<file path="config.mk">
export PLATFORM = sky130hd
export DESIGN_NAME = softint_level_arbiter
export DESIGN_NICKNAME = d
export VERILOG_FILES = /design/src/rtl/softint_pkg.sv /design/src/rtl/softint_reg.sv /design/src/rtl/level_sync.sv /design/src/rtl/level_prio.sv /design/src/rtl/pend_ctrl.sv /design/src/rtl/softint_level_arbiter.sv
export SDC_FILE = /design/constraint.sdc
export NUM_CORES = 1
export LEC_CHECK = 0
export BUFFER_PORTS_ARGS = -buffer_cell sky130_fd_sc_hd__buf_2
export CORE_ASPECT_RATIO = 1.4
export CORE_UTILIZATION = 35
export DETAILED_ROUTE_END_ITERATION = 6
export PLACE_DENSITY_LB_ADDON = 0.25
export SYNTH_ARGS = -nofsm -noshare
export SYNTH_HDL_FRONTEND = slang
export SYNTH_HIERARCHICAL = 1
export SYNTH_SLANG_ARGS = --single-unit
</file>
<file path="constraint.sdc">
create_clock -name clk -period 2.4 [get_ports clk]
set_input_delay 0 -clock clk [delete_from_list [all_inputs] [get_ports clk]]
set_output_delay 0 -clock clk [all_outputs]
set_load 0.03 [all_outputs]
</file>
<file path="src/rtl/softint_pkg.sv">
package softint_pkg;

  typedef enum logic [1:0] {
    OP_READ  = 2'd0,
    OP_SET   = 2'd1,
    OP_CLR   = 2'd2,
    OP_WRITE = 2'd3
  } sop_e;

endpackage

</file>
<file path="src/rtl/softint_reg.sv">
module softint_reg
  import softint_pkg::*;
#(
  parameter int DATA_W = 64,
  parameter int SOFT_W = 32,
  parameter int N_TMR  = 3
) (
  input  logic              clk,
  input  logic              rst_n,
  input  logic              op_valid,
  input  sop_e              op_kind,
  input  logic              op_priv,
  input  logic [DATA_W-1:0] src_a,
  input  logic [DATA_W-1:0] src_b,
  input  logic [N_TMR-1:0]  tmr_hits,
  output logic [SOFT_W-1:0] soft_q,
  output logic [DATA_W-1:0] rd_data,
  output logic              illegal
);

  localparam int PAD_W = DATA_W - SOFT_W;

  function automatic logic [SOFT_W-1:0] apply_op(
    input logic [SOFT_W-1:0] cur, input sop_e k, input logic [SOFT_W-1:0] v);
    case (k)
      OP_SET:   return cur | v;
      OP_CLR:   return cur & ~v;
      OP_WRITE: return v;
      default:  return cur;
    endcase
  endfunction

  logic              accept;
  logic              wr_en;
  logic              tmr_any;
  logic [SOFT_W-1:0] operand;
  logic [SOFT_W-1:0] soft_d;
  logic              unused_hi;

  assign accept    = op_valid && op_priv;
  assign illegal   = op_valid && !op_priv;
  assign wr_en     = accept && (op_kind != OP_READ);
  assign tmr_any   = |tmr_hits;
  assign operand   = src_a[SOFT_W-1:0] ^ src_b[SOFT_W-1:0];
  assign unused_hi = ^{src_a[DATA_W-1:SOFT_W], src_b[DATA_W-1:SOFT_W]};

  always_comb begin
    soft_d = wr_en ? apply_op(soft_q, op_kind, operand) : soft_q;
    if (tmr_any) soft_d[0] = 1'b1;
  end

  always_ff @(posedge clk) begin
    if (!rst_n) soft_q <= '0;
    else        soft_q <= soft_d;
  end

  assign rd_data = (accept && op_kind == OP_READ) ? {{PAD_W{1'b0}}, soft_q} : '0;

  p_refused_hold_r4: assert property (@(posedge clk) disable iff (!rst_n)
    (illegal && !tmr_any) |=> (soft_q == $past(soft_q)));

  p_timer_sets_r6: assert property (@(posedge clk) disable iff (!rst_n)
    tmr_any |=> soft_q[0]);

  p_write_value_r3: assert property (@(posedge clk) disable iff (!rst_n)
    (accept && op_kind == OP_WRITE && !tmr_any) |=>
      (soft_q == ($past(src_a[SOFT_W-1:0]) ^ $past(src_b[SOFT_W-1:0]))));

endmodule

</file>
<file path="src/rtl/level_sync.sv">
module level_sync #(
  parameter int LEVELS = 16
) (
  input  logic              clk,
  input  logic              rst_n,
  input  logic [LEVELS-1:0] lvl_in,
  input  logic              sleep_req,
  output logic [LEVELS-1:0] lvl_q,
  output logic              halted,
  output logic              wake
);

  assign wake = |(lvl_in & ~lvl_q);

  always_ff @(posedge clk) begin
    if (!rst_n) begin
      lvl_q  <= '0;
      halted <= 1'b0;
    end else begin
      lvl_q <= lvl_in;
      if (wake)           halted <= 1'b0;
      else if (sleep_req) halted <= 1'b1;
    end
  end

  p_wake_clears_r12: assert property (@(posedge clk) disable iff (!rst_n)
    wake |=> !halted);

  p_sleep_sets_r12: assert property (@(posedge clk) disable iff (!rst_n)
    (sleep_req && !wake) |=> halted);

endmodule

</file>
<file path="src/rtl/level_prio.sv">
module level_prio #(
  parameter int LEVELS    = 16,
  parameter int SOFT_W    = 32,
  parameter int TIMER_LVL = 14,
  parameter int LVL_W     = $clog2(LEVELS)
) (
  input  logic [LEVELS-1:0] lvl_q,
  input  logic [SOFT_W-1:0] soft_q,
  output logic [LEVELS-1:0] req_vec,
  output logic              any_req,
  output logic              hit,
  output logic [LVL_W-1:0]  lvl_sel
);

  function automatic logic [LVL_W:0] top_level(input logic [LEVELS-1:0] v);
    logic [LVL_W:0] r;
    r = '0;
    for (int i = 1; i < LEVELS; i++)
      if (v[i]) r = {1'b1, LVL_W'(i)};
    return r;
  endfunction

  for (genvar g = 0; g < LEVELS; g++) begin : g_req
    logic soft_bit;
    logic tmr_bit;
    if (g == 0) begin : g_zero
      assign soft_bit = 1'b0;
    end else begin : g_plain
      assign soft_bit = soft_q[g];
    end
    if (g == TIMER_LVL) begin : g_tmr
      assign tmr_bit = soft_q[0];
    end else begin : g_notmr
      assign tmr_bit = 1'b0;
    end
    assign req_vec[g] = lvl_q[g] | soft_bit | tmr_bit;
  end

  logic unused_soft;
  assign unused_soft = ^soft_q[SOFT_W-1:LEVELS];

  assign any_req        = |req_vec;
  assign {hit, lvl_sel} = top_level(req_vec);

endmodule

</file>
<file path="src/rtl/pend_ctrl.sv">
module pend_ctrl #(
  parameter int          TT_W   = 9,
  parameter int          LVL_W  = 4,
  parameter logic [TT_W-1:0] TT_EXT = 9'h040
) (
  input  logic            clk,
  input  logic            rst_n,
  input  logic            any_req,
  input  logic            hit,
  input  logic [LVL_W-1:0] lvl_sel,
  input  logic            trap_load,
  input  logic [TT_W-1:0] trap_code,
  output logic [TT_W-1:0] code_q,
  output logic            irq_set,
  output logic            irq_drop
);

  function automatic logic is_ext(input logic [TT_W-1:0] c);
    return c[TT_W-1:LVL_W] == TT_EXT[TT_W-1:LVL_W];
  endfunction

  function automatic logic [TT_W-1:0] make_code(input logic [LVL_W-1:0] l);
    return {TT_EXT[TT_W-1:LVL_W], l};
  endfunction

  logic            open_slot;
  logic            do_take;
  logic            do_clear;
  logic [TT_W-1:0] new_code;

  assign open_slot = (code_q == '0) || is_ext(code_q);
  assign new_code  = make_code(lvl_sel);
  assign do_take   = !trap_load && any_req && open_slot && hit && (new_code != code_q);
  assign do_clear  = !trap_load && !any_req && is_ext(code_q);

  always_ff @(posedge clk) begin
    if (!rst_n) begin
      code_q   <= '0;
      irq_set  <= 1'b0;
      irq_drop <= 1'b0;
    end else begin
      irq_set  <= do_take;
      irq_drop <= do_clear;
      if (trap_load)     code_q <= trap_code;
      else if (do_take)  code_q <= new_code;
      else if (do_clear) code_q <= '0;
    end
  end

  p_set_changes_r9: assert property (@(posedge clk) disable iff (!rst_n)
    irq_set |-> (is_ext(code_q) && code_q != $past(code_q)));

  p_drop_zero_r10: assert property (@(posedge clk) disable iff (!rst_n)
    irq_drop |-> (code_q == '0));

  p_pulse_excl_r9: assert property (@(posedge clk) disable iff (!rst_n)
    !(irq_set && irq_drop));

  p_foreign_kept_r11: assert property (@(posedge clk) disable iff (!rst_n)
    (!trap_load && code_q != '0 && !is_ext(code_q)) |=> (code_q == $past(code_q)));

endmodule

</file>
<file path="src/rtl/softint_level_arbiter.sv">
module softint_level_arbiter
  import softint_pkg::*;
#(
  parameter int              DATA_W    = 64,
  parameter int              SOFT_W    = 32,
  parameter int              LEVELS    = 16,
  parameter int              TIMER_LVL = 14,
  parameter int              TT_W      = 9,
  parameter logic [TT_W-1:0] TT_EXT    = 9'h040
) (
  input  logic              clk,
  input  logic              rst_n,
  input  logic              op_valid,
  input  logic [1:0]        op_kind,
  input  logic              op_priv,
  input  logic [DATA_W-1:0] op_src_a,
  input  logic [DATA_W-1:0] op_src_b,
  output logic [DATA_W-1:0] rd_data,
  output logic              op_illegal,
  input  logic [LEVELS-1:0] lvl_in,
  input  logic              tick_hit,
  input  logic              stick_hit,
  input  logic              htick_hit,
  input  logic              sleep_req,
  input  logic              trap_load,
  input  logic [TT_W-1:0]   trap_code,
  output logic [TT_W-1:0]   pend_code,
  output logic              irq_set,
  output logic              irq_drop,
  output logic              halted
);

  localparam int LVL_W = $clog2(LEVELS);
  localparam int N_TMR = 3;

  logic [SOFT_W-1:0] soft_q;
  logic [LEVELS-1:0] lvl_q;
  logic [LEVELS-1:0] req_vec;
  logic              any_req;
  logic              hit;
  logic [LVL_W-1:0]  lvl_sel;
  logic              wake;

  softint_reg #(.DATA_W(DATA_W), .SOFT_W(SOFT_W), .N_TMR(N_TMR)) u_reg (
    .clk(clk), .rst_n(rst_n), .op_valid(op_valid), .op_kind(sop_e'(op_kind)),
    .op_priv(op_priv), .src_a(op_src_a), .src_b(op_src_b),
    .tmr_hits({htick_hit, stick_hit, tick_hit}),
    .soft_q(soft_q), .rd_data(rd_data), .illegal(op_illegal)
  );

  level_sync #(.LEVELS(LEVELS)) u_sync (
    .clk(clk), .rst_n(rst_n), .lvl_in(lvl_in), .sleep_req(sleep_req),
    .lvl_q(lvl_q), .halted(halted), .wake(wake)
  );

  level_prio #(.LEVELS(LEVELS), .SOFT_W(SOFT_W), .TIMER_LVL(TIMER_LVL),
               .LVL_W(LVL_W)) u_prio (
    .lvl_q(lvl_q), .soft_q(soft_q), .req_vec(req_vec), .any_req(any_req),
    .hit(hit), .lvl_sel(lvl_sel)
  );

  pend_ctrl #(.TT_W(TT_W), .LVL_W(LVL_W), .TT_EXT(TT_EXT)) u_pend (
    .clk(clk), .rst_n(rst_n), .any_req(any_req), .hit(hit), .lvl_sel(lvl_sel),
    .trap_load(trap_load), .trap_code(trap_code), .code_q(pend_code),
    .irq_set(irq_set), .irq_drop(irq_drop)
  );

  p_level0_ignored_r7: assert property (@(posedge clk) disable iff (!rst_n)
    (!trap_load && req_vec == LEVELS'(1) && pend_code == '0) |=> (pend_code == '0));

endmodule

</file>
==> Word level (Yosys, flattened, before mapping) <==
Cells that the tools add are included.
{ "word_totals": {"word_cells": 83, "out_inout_bits": 77, "in_bits": 164, "regBits": 60} }
{ "classes": {"n_eq_ne": 5, "reduce_logical": 26, "muxes": 22, "n_bitwise": 23} }
{ "ops": {"columns": ["operator", "count"], "rows": [
  ["one-hot mux 32 bit (3 select lines)", 1],
  ["two-way mux 5 bit", 15],
  ["bitwise AND 32 bit", 1],
  ["two-way mux 32 bit", 1],
  ["NOT 32 bit", 1],
  ["OR 32 bit", 1],
  ["bitwise XOR 32 bit", 1],
  ["two-way mux 9 bit", 3],
  ["OR reduction 17 bit", 1],
  ["bitwise AND 16 bit", 1],
  ["NOT 16 bit", 1],
  ["OR 1 bit", 16],
  ["OR reduction 16 bit", 1],
  ["logical AND 1 bit", 10],
  ["zero test 9 bit", 1],
  ["!= test 7 x 9 -> 1 bit", 1],
  ["nonzero test 3 bit", 2],
  ["equality test 5 x 3 -> 1 bit (second input constant)", 1],
  ["equality test 2 bit (second input constant)", 2],
  ["AND reduction 2 bit", 2],
  ["nonzero test 2 bit", 2],
  ["nonzero test 4 bit", 1],
  ["zero test 1 bit", 3],
  ["OR reduction 3 bit", 1],
  ["other kinds (5)", 6]
]} }

==> Depth between registers and ports, before layout <==
Gate-level depths: netlist of run 1.
{ "depth": {"ltp_word": 20, "ltp_mapped": 10, "depth_no_buf": 9} }

==> Cells and area by module <==
Netlist of run 1, hierarchy kept.
{ "by_module_without_submodules": {"columns": ["module", "area_per_inst_um2", "seq_area_each_um2", "instances", "cells_per_inst"], "rows": [
  ["softint_reg", 2327.2, 640.6, 1, 289],
  ["level_sync", 609.3, 340.3, 1, 57],
  ["pend_ctrl", 579.3, 220.2, 1, 60],
  ["level_prio", 305.3, 0.0, 1, 50]
]} }

==> Worst setup path before layout of run 1 <==
Ideal clock, no wire load.
{ "synth_timing": {"kind": "reg2reg", "startpoint": "reg u_reg.soft_q[2]", "endpoint": "reg u_pend.code_q[0]", "t_required_ns": 2.278, "path_slack_ns": 0.149, "synth_period_minus_slack_ns": 2.251, "setup_ns": 0.122, "path_buffers": 1, "arrival_ns": 2.129, "path_stages_with_launch": 10, "cell_sequence": "dfxtp_1 > or4_1 > nand3_1 > a211o_1 > a21oi_1 > nor3b_1 > o2111ai_2 > and3_1 > buf_4 > o311a_1"} }
{ "synth_between": {"elab_chain_cells": 19, "elab_cells_between_ends": 27, "classes_between": "1 x eq/ne; 16 x mux; 1 x bitwise; 9 x reduce/logical"} }
{ "synth_rtl": {"columns": ["element", "line_no", "rtl"], "rows": [
  ["from (decl)", "softint_reg.sv:16", "output logic [SOFT_W-1:0] soft_q,"],
  ["from (signal assigned)", "softint_reg.sv:54", "else soft_q <= soft_d;"],
  ["OR 1 bit *", "level_prio.sv:36", "assign req_vec[g] = lvl_q[g] | soft_bit | tmr_bit;"],
  ["two-way mux 5 bit * (14 in a row)", "level_prio.sv:19", "if (v[i]) r = {1'b1, LVL_W'(i)};"],
  ["named net lvl_sel[1]", "softint_level_arbiter.sv:41", "logic [LVL_W-1:0] lvl_sel;"],
  ["!= test 7 x 9 -> 1 bit *", "pend_ctrl.sv:33", "assign do_take = !trap_load && any_req && open_slot && hit && (new_code != code_q);"],
  ["logical AND 1 bit *", "pend_ctrl.sv:33", null],
  ["two-way mux 9 bit", "pend_ctrl.sv:45", "else if (do_take) code_q <= new_code;"],
  ["two-way mux 9 bit", "pend_ctrl.sv:44", "if (trap_load) code_q <= trap_code;"],
  ["to (signal assigned)", "pend_ctrl.sv:44", null],
  ["to (signal assigned)", "pend_ctrl.sv:45", null],
  ["to (decl)", "pend_ctrl.sv:13", "output logic [TT_W-1:0] code_q,"]
]} }
Mark *: on every way through the listed nets, which the timed path passes. The rest lies on a longest branch.
A chain may end at the register's enable or synchronous reset.

==> Final worst setup path of run 1 <==
{ "layout_timing": {"startpoint": "reg u_reg.soft_q[1]", "endpoint": "reg u_pend.code_q[2]"} }
{ "layout_between": {"elab_chain_cells": 20, "elab_cells_between_ends": 28, "classes_between": "1 x eq/ne; 17 x mux; 1 x bitwise; 9 x reduce/logical"} }
{ "layout_rtl": {"columns": ["element", "line_no", "rtl"], "rows": [
  ["OR 1 bit *", "level_prio.sv:36", null],
  ["named net req_vec[1]", "softint_level_arbiter.sv:38", "logic [LEVELS-1:0] req_vec;"],
  ["two-way mux 5 bit * (15 in a row)", "level_prio.sv:19", null],
  ["named net lvl_sel[0]", "softint_level_arbiter.sv:41", null],
  ["!= test 7 x 9 -> 1 bit *", "pend_ctrl.sv:33", null],
  ["logical AND 1 bit *", "pend_ctrl.sv:33", null],
  ["two-way mux 9 bit", "pend_ctrl.sv:45", null],
  ["two-way mux 9 bit", "pend_ctrl.sv:44", null]
]} }
Marked as above.

==> results.txt, run 1 <==
The flow ran to the end, and the final reports show no timing, DRC or antenna violations. The fill cell instance count of the final layout is 1010. The number of routed nets with antenna violations is 0. The internal power came out at around 0.0023 W. The cell area that synthesis handed to floorplanning was 3800 um2. The share of power burned in the clock network is 44.1%. Setup repair after global routing left no endpoint under its margin. After detailed routing, the number of remaining DRC violations is 0. The number of buffers added by the clock tree synthesis step is 9. For this run, the number of Yosys warnings is 6.

The number of global-route vias before repair came to approximately 3.5k. The total area inside the core boundary comes to 10500 um2. For the pin with the worst max-slew slack, the measured transition is around 0.94 ns. The power density over the cells is between 600 and 700 nW/um2.

Combinational logic is responsible for approximately a fifth of the overall power. The clock transition at the registers of the reported paths is roughly 0.06 ns. The maximum number of pins on one net before global-route repair is between 60 and 70. The average wire per cell in the routed design came out at 13.0 um. The remaining global-route overflow came out at 0.

The switching fraction of total power is a little over a quarter. The ratio of final minimum period to clock period is a little over nine tenths. After technology mapping, the gate count stands at between 400 and 500.

The capturing point of the worst reg2reg path is u_pend/code_q[2]$_SDFFE_PN0P_. The worst register-to-register path has a setup slack of 0.12 ns. The chip height came out at roughly 130 um.

CTS placed an instance of sky130_fd_sc_hd__clkbuf_16 at the clock tree root. The startpoint type of the worst setup path is a flip-flop. The analysis attributes to cell leakage a power of 2.46 nW. The number of hold violations in the final report is 0. Clock tree synthesis found a total of 60 sinks.

For hold timing, the worst endpoint is u_pend/code_q[3]$_SDFFE_PN0P_. The tightest slew margin relative to the limit is between 30% and 40%. Final hold analysis gives a worst-case slack of roughly 0.033 ns.

The total routing resource utilization after global routing came out at 17.8%. The mean instance size in the synthesized netlist is 8.41 um2. The repair_antennas step left the layout with diodes totalling 0. The clock arrives with just under 0.01 ns of skew.

The die width is approximately 90 um. The maximum level of the CTS H-tree came out at 3. The average via count per standard cell is approximately 4.7. The number of optimization iterations in the first detailed-route pass came out at 4. The classification of the worst setup path is reg -> reg. TritonCTS built the clock tree. In the final layout, the share of cells above drive strength 1 is between 30% and 40%. The number of nets in the layout is between 700 and 800. The clock period could shrink to between 2 and 2.5 ns. The total of buffers placed on input and output ports came out at between 100 and 150.

The startpoint of the most critical register-to-register path is u_reg/soft_q[1]$_SDFFE_PN0P_. In this run the most critical hold path is launched from trap_code[3]. The power dissipated by switching net loads is between 0.0008 and 0.0009 W. The HPWL after detailed placement is ~7.1 mm. STA puts the critical path data required time at 2.61 ns. The worst register-to-register path has a depth of 8. IR analysis of the VDD net gives a maximum drop of ~0.42 mV. The storage element area came out at ~1200 um2.

The source-to-sink clock delay at the later pin of the worst-skew pair came out at between 0.3 and 0.4 ns. The tightest min-delay check is of the in -> reg type. The wire length of the first global-routing pass came out at roughly 16 mm. The number of instances on the worst hold path came out at 4. The total wirelength of the detailed-routed design is 9.86 mm. The initial antenna violation count came out at 0. The total I/O pin count is 241. The peak clock frequency supported by timing came out at between 400 and 500 MHz.

The top fanout value on the critical path is 6. Setup total negative slack on the finished layout was measured at 0 ns. The number of rows in the core area is 44. The congestion estimate from routability-driven global placement came to roughly 0.85. The clock passes through at most 2 buffers. The max-slew violation total from the final report was 0. The total number of vias is 3581. The floorplan step defined a die boundary enclosing 11300 um2. In this run, the number of DRC markers left after iteration 0 of detailed routing was 140. The total area of multi-input combinational cells came out at ~2300 um2. The initial standard-cell utilization of the core came out at about 36%. The sequential power share is about a third.

The data arrival time of the critical path came out at around 2.5 ns. The max-capacitance violation count came out at 0. The post-CTS setup repair buffer count is 0. The growth of design area from synthesis to finish is 34.2%. STA classifies the critical path endpoint as a flip-flop. The setup-violating endpoint count in the final report is 0.
## registers in the layout, summed over array words and instances, names as in the netlist
signal           count
u_reg/soft_q        32
u_pend/code_q        9
u_sync/lvl_q        16
u_pend/irq_set       1
u_pend/irq_drop      1
u_sync/halted        1
## metrics by stage
stage	utilization, %	setup slack (ns)	instance area, um2	power, W	cells
2_1_floorplan	-	0.149	3920	0.00159	483
5_1_grt	48.8	0.0201	5100	0.00329	757
4_1_cts	48.6	0.0779	5090	0.00316	757
6_report	48.8	0.123	5100	0.00313	757
3_5_place_dp	43.2	-0.000688	4520	0.00173	717
3_3_place_gp	43.2	0.0968	4520	0.00172	717
## cells in the final DEF (no fill, tap or decap), types with 3 or more instances in the layout
cell type / instances
sky130_fd_sc_hd__dfxtp_1: 60
sky130_fd_sc_hd__nand2_1: 7
sky130_fd_sc_hd__dlygate4sd3_1: 24
sky130_fd_sc_hd__a21oi_1: 33
sky130_fd_sc_hd__o21ai_0: 33
sky130_fd_sc_hd__a32oi_1: 4
sky130_fd_sc_hd__and3_1: 4
sky130_fd_sc_hd__nand3_1: 3
sky130_fd_sc_hd__buf_4: 8
sky130_fd_sc_hd__nor3_1: 7
sky130_fd_sc_hd__inv_1: 14
sky130_fd_sc_hd__a2111oi_2: 4
sky130_fd_sc_hd__or2_2: 4
sky130_fd_sc_hd__nor2b_1: 17
sky130_fd_sc_hd__clkbuf_16: 9
sky130_fd_sc_hd__conb_1: 32
sky130_fd_sc_hd__xnor2_1: 35
sky130_fd_sc_hd__mux2i_1: 35
sky130_fd_sc_hd__o311a_1: 5
sky130_fd_sc_hd__nor2_1: 45
sky130_fd_sc_hd__ha_1: 3
sky130_fd_sc_hd__buf_2: 144
sky130_fd_sc_hd__and2_1: 50
## worst max-delay path by stage
stage	start	end	cells after the start
after CTS	u_reg/soft_q[2]$_SDFFE_PN0P_	u_pend/code_q[2]$_SDFFE_PN0P_	8
after detailed placement	u_reg/soft_q[14]$_SDFFE_PN0P_	u_pend/code_q[3]$_SDFFE_PN0P_	8
final	u_reg/soft_q[1]$_SDFFE_PN0P_	u_pend/code_q[2]$_SDFFE_PN0P_	8
after global placement	u_reg/soft_q[14]$_SDFFE_PN0P_	u_pend/code_q[3]$_SDFFE_PN0P_	8
after global routing	u_reg/soft_q[1]$_SDFFE_PN0P_	u_pend/code_q[1]$_SDFFE_PN0P_	8
after floorplan	u_reg/soft_q[2]$_SDFFE_PN0P_	u_pend/code_q[0]$_SDFFE_PN0P_	9
## power by group through the flow
stage          clock, W  combinational [W]  sequential [W]
6_report        0.00138           0.000648         0.00110
5_1_grt         0.00147           0.000710         0.00111
4_1_cts         0.00141           0.000648         0.00110
3_5_place_dp          0           0.000614         0.00112
3_3_place_gp          0           0.000603         0.00112
2_1_floorplan         0           0.000457         0.00113
## final cells by class
type                    count  area share [%]
flip-flops and latches     60            23.5
clock inverters             4            1.42
repair buffers            176            20.0
clock buffers              12            4.83
multi-input cells         352            45.7
inverters                  15            1.10
well taps                 138            3.38
## routing by layer
metal	up-vias	global-route usage (%)	routed length (um)
met2	163	30.1	4750
li1	1798	-	-
met3	21	4.20	614
met1	1599	20.4	4170
met5	-	0	0
met4	0	10.3	325
## critical path, cell delays in order (launching register included)
cell	delay, ns
sky130_fd_sc_hd__dfxtp_1	0.32
sky130_fd_sc_hd__or2_4	0.27
sky130_fd_sc_hd__a2111oi_4	0.35
sky130_fd_sc_hd__o311a_1	0.22
sky130_fd_sc_hd__o21ai_1	0.11
sky130_fd_sc_hd__xnor2_1	0.21
sky130_fd_sc_hd__o2111ai_2	0.15
sky130_fd_sc_hd__and3_4	0.20
sky130_fd_sc_hd__o311a_1	0.32
## timing repair
| item | in CTS | in global routing |
|---|---|---|
| endpoints found under the hold margin | 23 | 0 |
| hold buffers | 24 | 0 |
| pin swaps | 0 | 1 |
| gates resized for setup | 1 | 4 |
| endpoints found under the setup margin | 2 | 5 |
Power figures use the tool's default switching activity.
==> inputs of run 2 (changes only) <==
- CTS_BUF_LIST: default -> sky130_fd_sc_hd__clkbuf_4 sky130_fd_sc_hd__clkbuf_8
==> results.txt, run 2 (synthesis gave the netlist of run 1 again) <==
The critical path is of the reg -> reg type. The overall die area came out at 11300 um2. Before CTS, the worst setup slack after placement is -0.000688 ns. The initial antenna violation count is 0.

The peak supply drop is between 0.2 and 0.3 mV. The clock sink count is 60. The static leakage is approximately 2.4 nW. The number of routed nets with antenna violations came out at 0. The violation count after the first detailed-route iteration is 163. The number of global-route vias before repair came out at around 3.5k. At the pin with the least slew margin, the transition time is between 0.9 and 1 ns. The data required time at the worst endpoint is about 2.6 ns. The total wirelength of the detailed-routed design is between 9 and 10 mm. The clock tree root driver cell is sky130_fd_sc_hd__clkbuf_8. The depth of the most critical reg-to-reg path is 8. The worst register-to-register path begins at u_reg/soft_q[1]$_SDFFE_PN0P_.

The capturing point of the worst reg2reg path is u_pend/code_q[2]$_SDFFE_PN0P_. The setup-violating endpoint count in the final report came out at 0. The top fanout value on the critical path is 6. The clock transition at the registers of the reported paths is ~0.070 ns. The worst path uses between 90% and 100% of the clock period. The remaining global-route overflow is 0. The HPWL after detailed placement is 7.05 mm. The min-delay analysis places its worst path in the category in -> reg. about 240 I/O pins were placed. Leaving out fill and tap cells, the most frequent cell in the layout is sky130_fd_sc_hd__buf_2.

The final cell utilization of the core came out at between 40 and 50%. Once layout is done, the placed cells without fillers occupy 5030 um2. The number of antenna diodes in the final layout is 0. In the final routed layout, each cell accounts on average for ~13 um.

The maximum number of pins on one net before global-route repair came out at 61. In the final design database the tool counted just under 800 nets. The number of buffers added by the clock tree synthesis step came out at 9. The die width is 90.1 um.

The max-capacitance violation count is 0. Along the worst hold path, the cell count comes to 4. Measured against its own limit, the worst slew margin works out to approximately two fifths.

The peak clock frequency supported by timing is around 440 MHz. The chip height came out at around 130 um. The total of buffers placed on input and output ports came out at around 140. The post-CTS setup repair buffer count came out at 0. The data arrival time of the critical path is 2.51 ns.

The wire length of the first global-routing pass came out at 16.0 mm. The clock passes through at most 2 buffers. The flow ran to the end, and the final reports show no timing, DRC or antenna violations.

The startpoint identified for the worst hold timing path is trap_code[0]. STA classifies the critical path endpoint as a flip-flop. Between clock sinks in the finished design, the worst skew comes to around 0.012 ns.

Subtracting the final worst setup slack from the clock period gives 2.27 ns. The post-route netlist has 30.6% of its cells at a drive strength greater than 1. u_reg/soft_q holds more flip-flops than any other register. The startpoint type of the worst setup path is a flip-flop. The path with the worst hold slack has its endpoint at u_pend/code_q[0]$_SDFFE_PN0P_. The register with the most flip-flops in the layout has 32 of them.

The max-slew violation total from the final report was 0. In the final layout, the registers with the most flip-flops are u_reg/soft_q: 32 flops, u_sync/lvl_q: 16 flops, u_pend/code_q: 9 flops. The final total power came out at 0.00280 W.

Setup repair after global routing left no endpoint under its margin. The total cell area at the placement stage is 4520 um2. The final setup slack of the worst path is 0.127 ns.

The growth of design area from synthesis to finish came out at 32.3%. The maximum level of the CTS H-tree is 3. The average via count per standard cell is about 4.7. The final weighted congestion of routability-driven global placement is 0.852. The top cell types in the final layout, fill and taps aside, are sky130_fd_sc_hd__buf_2 (144), sky130_fd_sc_hd__dfxtp_1 (60), sky130_fd_sc_hd__and2_1 (50). The number of hold violations in the final report is 0. The later pin in the worst-skew pair is clocked with a latency of ~0.35 ns.

The slack of the worst reg-to-reg path came out at ~0.13 ns. The clock tree from TritonCTS is done. The power density over the cells is approximately 560 nW/um2. The number of optimization iterations in the first detailed-route pass is 5.

The number of rows in the core area is 44. The total routing resource utilization after global routing came out at about 18%. The initial standard-cell utilization of the core came out at between 30% and 40%. After detailed routing, the number of remaining DRC violations is 0. The total number of vias came out at approximately 3.6k.

The floorplan core area is approximately 10000 um2.
-- run 2: cell count changes in the layout (fill, tap and decap cells not counted) --
cell                            previous run  this run
sky130_fd_sc_hd__clkbuf_16                 9         0
sky130_fd_sc_hd__clkbuf_8                  1        10
sky130_fd_sc_hd__clkbuf_1                  2         0
sky130_fd_sc_hd__dlygate4sd3_1            24        26
sky130_fd_sc_hd__clkbuf_4                  0         2
-- run 2: metrics by stage --
stage	hold slack (ns)	TNS [ns]	cells
after detailed placement	0.216	-0.000688	717
after global routing	0.0180	0	759
after global placement	0.212	0	717
after CTS	0.00194	0	759
final	0.0196	0	759
after floorplan	0.110	0	483
-- run 2: worst max path at each step --
stage	start	endpoint	slack, ns	cells after the start
final	u_reg/soft_q[1]$_SDFFE_PN0P_	u_pend/code_q[2]$_SDFFE_PN0P_	0.13	8
after global routing	u_reg/soft_q[1]$_SDFFE_PN0P_	u_pend/code_q[1]$_SDFFE_PN0P_	0.02	8
after CTS	u_reg/soft_q[14]$_SDFFE_PN0P_	u_pend/code_q[3]$_SDFFE_PN0P_	0.003	8
after detailed placement	u_reg/soft_q[14]$_SDFFE_PN0P_	u_pend/code_q[3]$_SDFFE_PN0P_	-0.0007	8
after global placement	u_reg/soft_q[14]$_SDFFE_PN0P_	u_pend/code_q[3]$_SDFFE_PN0P_	0.1	8
after floorplan	u_reg/soft_q[2]$_SDFFE_PN0P_	u_pend/code_q[0]$_SDFFE_PN0P_	0.15	9
-- run 2: what timing repair did --
| action | in CTS | in global routing |
|---|---|---|
| setup endpoints to repair | 0 | 5 |
| hold buffers | 26 | 0 |
| resized for setup | 0 | 5 |
| hold endpoints to repair | 25 | 0 |
-- run 2: area by class of cell --
type / instances / area, um2
sequential: 60 / 1200
fill: 1016 / 5430
multi-input combinational: 352 / 2330
timing repair buffer: 178 / 1040
tap: 138 / 173
clock buffer: 12 / 153
inverter: 15 / 56.3
clock inverter: 4 / 72.6
-- run 2: worst max-delay path: stages, from the launching register on --
cell and delay (ns):
sky130_fd_sc_hd__dfxtp_1 0.33, sky130_fd_sc_hd__or2_4 0.27, sky130_fd_sc_hd__a2111oi_4 0.35, sky130_fd_sc_hd__o311a_1 0.21, sky130_fd_sc_hd__o21ai_1 0.11, sky130_fd_sc_hd__xnor2_1 0.21, sky130_fd_sc_hd__o2111ai_2 0.15, sky130_fd_sc_hd__and3_4 0.20
sky130_fd_sc_hd__o311a_1 0.32
-- run 2: layer usage --
metal	vias up	global-route usage (%)	wire length, um
li1	1800	-	-
met1	1612	20.4	4250
met2	163	29.9	4760
met3	23	4.87	632
met4	0	9.11	320
met5	-	0	0
-- run 2: where the power goes --
group          switching [W]  internal (W)  leakage, nW
sequential         0.0000453       0.00105        0.494
clock               0.000413      0.000635        0.113
combinational       0.000368      0.000284         1.82
total               0.000826       0.00197         2.43
==> inputs of run 3 (changes only) <==
- ABC_AREA: default -> 1
- PLACE_DENSITY: default -> 0.67
- PLACE_DENSITY_LB_ADDON: 0.25 -> default
==> results.txt, run 3 <==
The clock transition at the registers of the reported paths is around 0.070 ns. The maximum level of the CTS H-tree is 3. The initial antenna violation count is 0.

The max-capacitance violation count is 0. The total wirelength of the detailed-routed design came out at roughly 12 mm. The number of optimization iterations in the first detailed-route pass is 7.

After technology mapping, the gate count stands at approximately 800. For this run, design rule violations remaining after detail routing come to 17. The number of hold violations in the final report is 0. The first element of the critical path is u_sync/lvl_q[1]$_SDFF_PN0_. Yosys printed 6 warnings. In the final layout, the registers with the most flip-flops are u_reg/soft_q: 32 flops, u_sync/lvl_q: 16 flops, u_pend/code_q: 9 flops.

The largest buffer count on any clock path came out at 2. For the worst setup path, the data required time is ~2.6 ns. u_reg/soft_q holds more flip-flops than any other register. The number of flip-flops in the largest register came out at 32.

TritonCTS built the clock tree. The worst setup path is captured at a flip-flop. The transition time at the pin with the least slew margin came out at roughly 0.67 ns. The storage element area is 1200 um2. The type of the worst min-delay path is in -> reg.

The top fanout value on the critical path is 5. The count of buffers added on input and output ports is around 140. The worst hold slack across all endpoints came out at 0.0167 ns. The final critical delay including setup and external delays is between 2 and 2.5 ns. The checks that failed: design-rule violations.

The number of buffers added by the clock tree synthesis step came out at 9. Measured in cells, the most critical reg-to-reg path has a length of 27. The setup TNS after final layout is 0 ns.

Across the VDD grid, the largest voltage drop is between 0.15 and 0.2 mV. The detailed router finished its first iteration with 179 violations. Setup repair after global routing could not meet its margin everywhere. The number of routed nets with antenna violations is 0. The setup-violating endpoint count in the final report came out at 0. The detailed router placed roughly 4.8k vias in this run.

The number of antenna diodes in the final layout is 0. The pre-CTS setup slack is 0.241 ns. Clock skew on the completed layout was measured at between 0.01 and 0.015 ns. The initial standard-cell utilization of the core is between 30% and 40%. The slack of the worst reg-to-reg path is between 0.2 and 0.25 ns. The source-to-sink clock delay at the later pin of the worst-skew pair came out at 0.34 ns.

The tightest slew margin relative to the limit is between 50% and 60%. The number of rows in the core area came out at 48. The peak clock frequency supported by timing is around 460 MHz.

The die width is 98.3 um. The average wire per cell in the routed design is 10.7 um. The growth of design area from synthesis to finish came out at 26.6%. STA classifies the critical path startpoint as a flip-flop. The ratio of final minimum period to clock period is roughly nine tenths. The final setup slack of the worst path came out at 0.230 ns.

The number of nets in the layout came out at approximately 1.1k. The data arrival time of the critical path is between 2 and 2.5 ns. The endpoint identified for the worst register-to-register timing path is u_pend/code_q[3]$_SDFFE_PN0P_. At the end of routability-driven placement, the weighted congestion stood at 0.787. The flow ran to the end, but the final reports show violations. The average via count per standard cell came out at between 4 and 5. The proportion of layout cells with a drive suffix above 1 is between 20% and 30%. Pin placement for this block handled between 200 and 250 I/O pins. The max-slew violation total from the final report was 0.

The overall die area is 13500 um2. The wire length of the first global-routing pass is roughly 19 mm. In the layout the commonest cells are sky130_fd_sc_hd__nand2_1 (280), sky130_fd_sc_hd__inv_1 (153), sky130_fd_sc_hd__buf_2 (144). The filler cells instantiated in the layout total roughly 1.4k. The library cell used most frequently in the layout, excluding fill and tap cells, is sky130_fd_sc_hd__nand2_1. In the global route stage, overall resource usage came out at a little under a fifth.

The tree is rooted in a sky130_fd_sc_hd__clkbuf_8. The static leakage is around 3.3 nW. The HPWL after detailed placement came out at around 9 mm. The design draws 0.00275 W. From bottom edge to top edge, the die measures roughly 140 um.

The post-synth design cell area came out at ~4500 um2. The critical path is of the reg -> reg type. Summed over all layers, the global routing overflow is 0. The floorplan core area came out at between 10000 and 15000 um2.

The maximum number of pins on one net before global-route repair came out at 33. For this design the ratio of total power to cell area is around 480 nW/um2. The mean instance size in the synthesized netlist came out at between 5 and 6 um2. Following the worst setup path forward leads to its endpoint at u_pend/code_q[3]$_SDFFE_PN0P_. The clock sink count came out at 60. In the final layout, the multi-input gates occupy 2450 um2. The number of global-route vias before repair came out at ~4.3k.

The startpoint identified for the worst register-to-register timing path is u_sync/lvl_q[1]$_SDFF_PN0_.
==> run 3: layout make-up <==
cell class	instances	share of cell area [%]
clock buffers	10	2.39
repair buffers	186	19.2
multi-input cells	540	42.6
well taps	150	3.26
inverters	164	10.8
flip-flops and latches	60	20.9
clock inverters	5	0.913
==> run 3: repair_timing <==
action	in CTS	in global routing
setup buffers	0	6
endpoints found under the hold margin	26	0
setup endpoints to repair	0	4
hold buffers	27	0
resized for setup	0	9
==> run 3: worst min-delay path by stage <==
stage                       from                             to  slack [ns]  depth (start not counted)
floorplan              lvl_in[0]     u_sync/lvl_q[0]$_SDFF_PN0_        0.09                          2
global placement      lvl_in[11]    u_sync/lvl_q[11]$_SDFF_PN0_        0.19                          3
detailed placement    lvl_in[11]    u_sync/lvl_q[11]$_SDFF_PN0_        0.20                          3
CTS                    trap_load  u_pend/code_q[7]$_SDFFE_PN0P_     0.00009                          3
global route        trap_code[6]  u_pend/code_q[6]$_SDFFE_PN0P_        0.02                          4
finish                 trap_load  u_pend/code_q[7]$_SDFFE_PN0P_        0.02                          3
==> run 3: where the power goes <==
group	total [W]	switching (W)	internal [W]
Sequential	0.00110	0.0000492	0.00105
Combinational	0.000751	0.000470	0.000281
Clock	0.000901	0.000405	0.000496
Total	0.00275	0.000924	0.00183
==> run 3: per-layer routing <==
| layer | wire, um | global-route usage, % | part of all wire [%] |
|---|---|---|---|
| met4 | 141 | 5.64 | 1.2 |
| met2 | 6060 | 33.6 | 51 |
| met3 | 619 | 3.32 | 5.2 |
| met1 | 5160 | 20.7 | 43 |
| met5 | 0 | 0 | 0 |
==> run 3: critical path, cell delays in order (launching register included) <==
cell                      delay (ns)
sky130_fd_sc_hd__dfxtp_2        0.33
sky130_fd_sc_hd__inv_2          0.06
sky130_fd_sc_hd__nand2_4        0.05
sky130_fd_sc_hd__nand2_1        0.05
sky130_fd_sc_hd__nand2_1        0.04
sky130_fd_sc_hd__nand2_1        0.05
sky130_fd_sc_hd__nand2_1        0.04
sky130_fd_sc_hd__nand2_1        0.06
sky130_fd_sc_hd__nand2_1        0.05
sky130_fd_sc_hd__nand2_1        0.05
sky130_fd_sc_hd__nand2_1        0.05
sky130_fd_sc_hd__nand2_1        0.06
sky130_fd_sc_hd__nand2_1        0.05
sky130_fd_sc_hd__nand2_1        0.05
sky130_fd_sc_hd__nand2_1        0.04
sky130_fd_sc_hd__nand2_1        0.06
sky130_fd_sc_hd__nand2_2        0.06
sky130_fd_sc_hd__inv_1          0.06
sky130_fd_sc_hd__nand2_1        0.05
sky130_fd_sc_hd__nand2_1        0.06
sky130_fd_sc_hd__nand2_1        0.05
sky130_fd_sc_hd__nor2_2         0.15
sky130_fd_sc_hd__nand2_4        0.10
sky130_fd_sc_hd__nand2_4        0.12
sky130_fd_sc_hd__buf_4          0.12
sky130_fd_sc_hd__nand4_1        0.08
sky130_fd_sc_hd__nand2_1        0.08
sky130_fd_sc_hd__nor2_1         0.04
==> run 3: stage by stage <==
step	util (%)	std cells	cell area [um2]
finish	46.1	1115	5760
global route	46.1	1115	5760
CTS	45.5	1108	5680
detailed placement	41.8	1066	5220
global placement	41.8	1066	5220
floorplan	-	818	4660
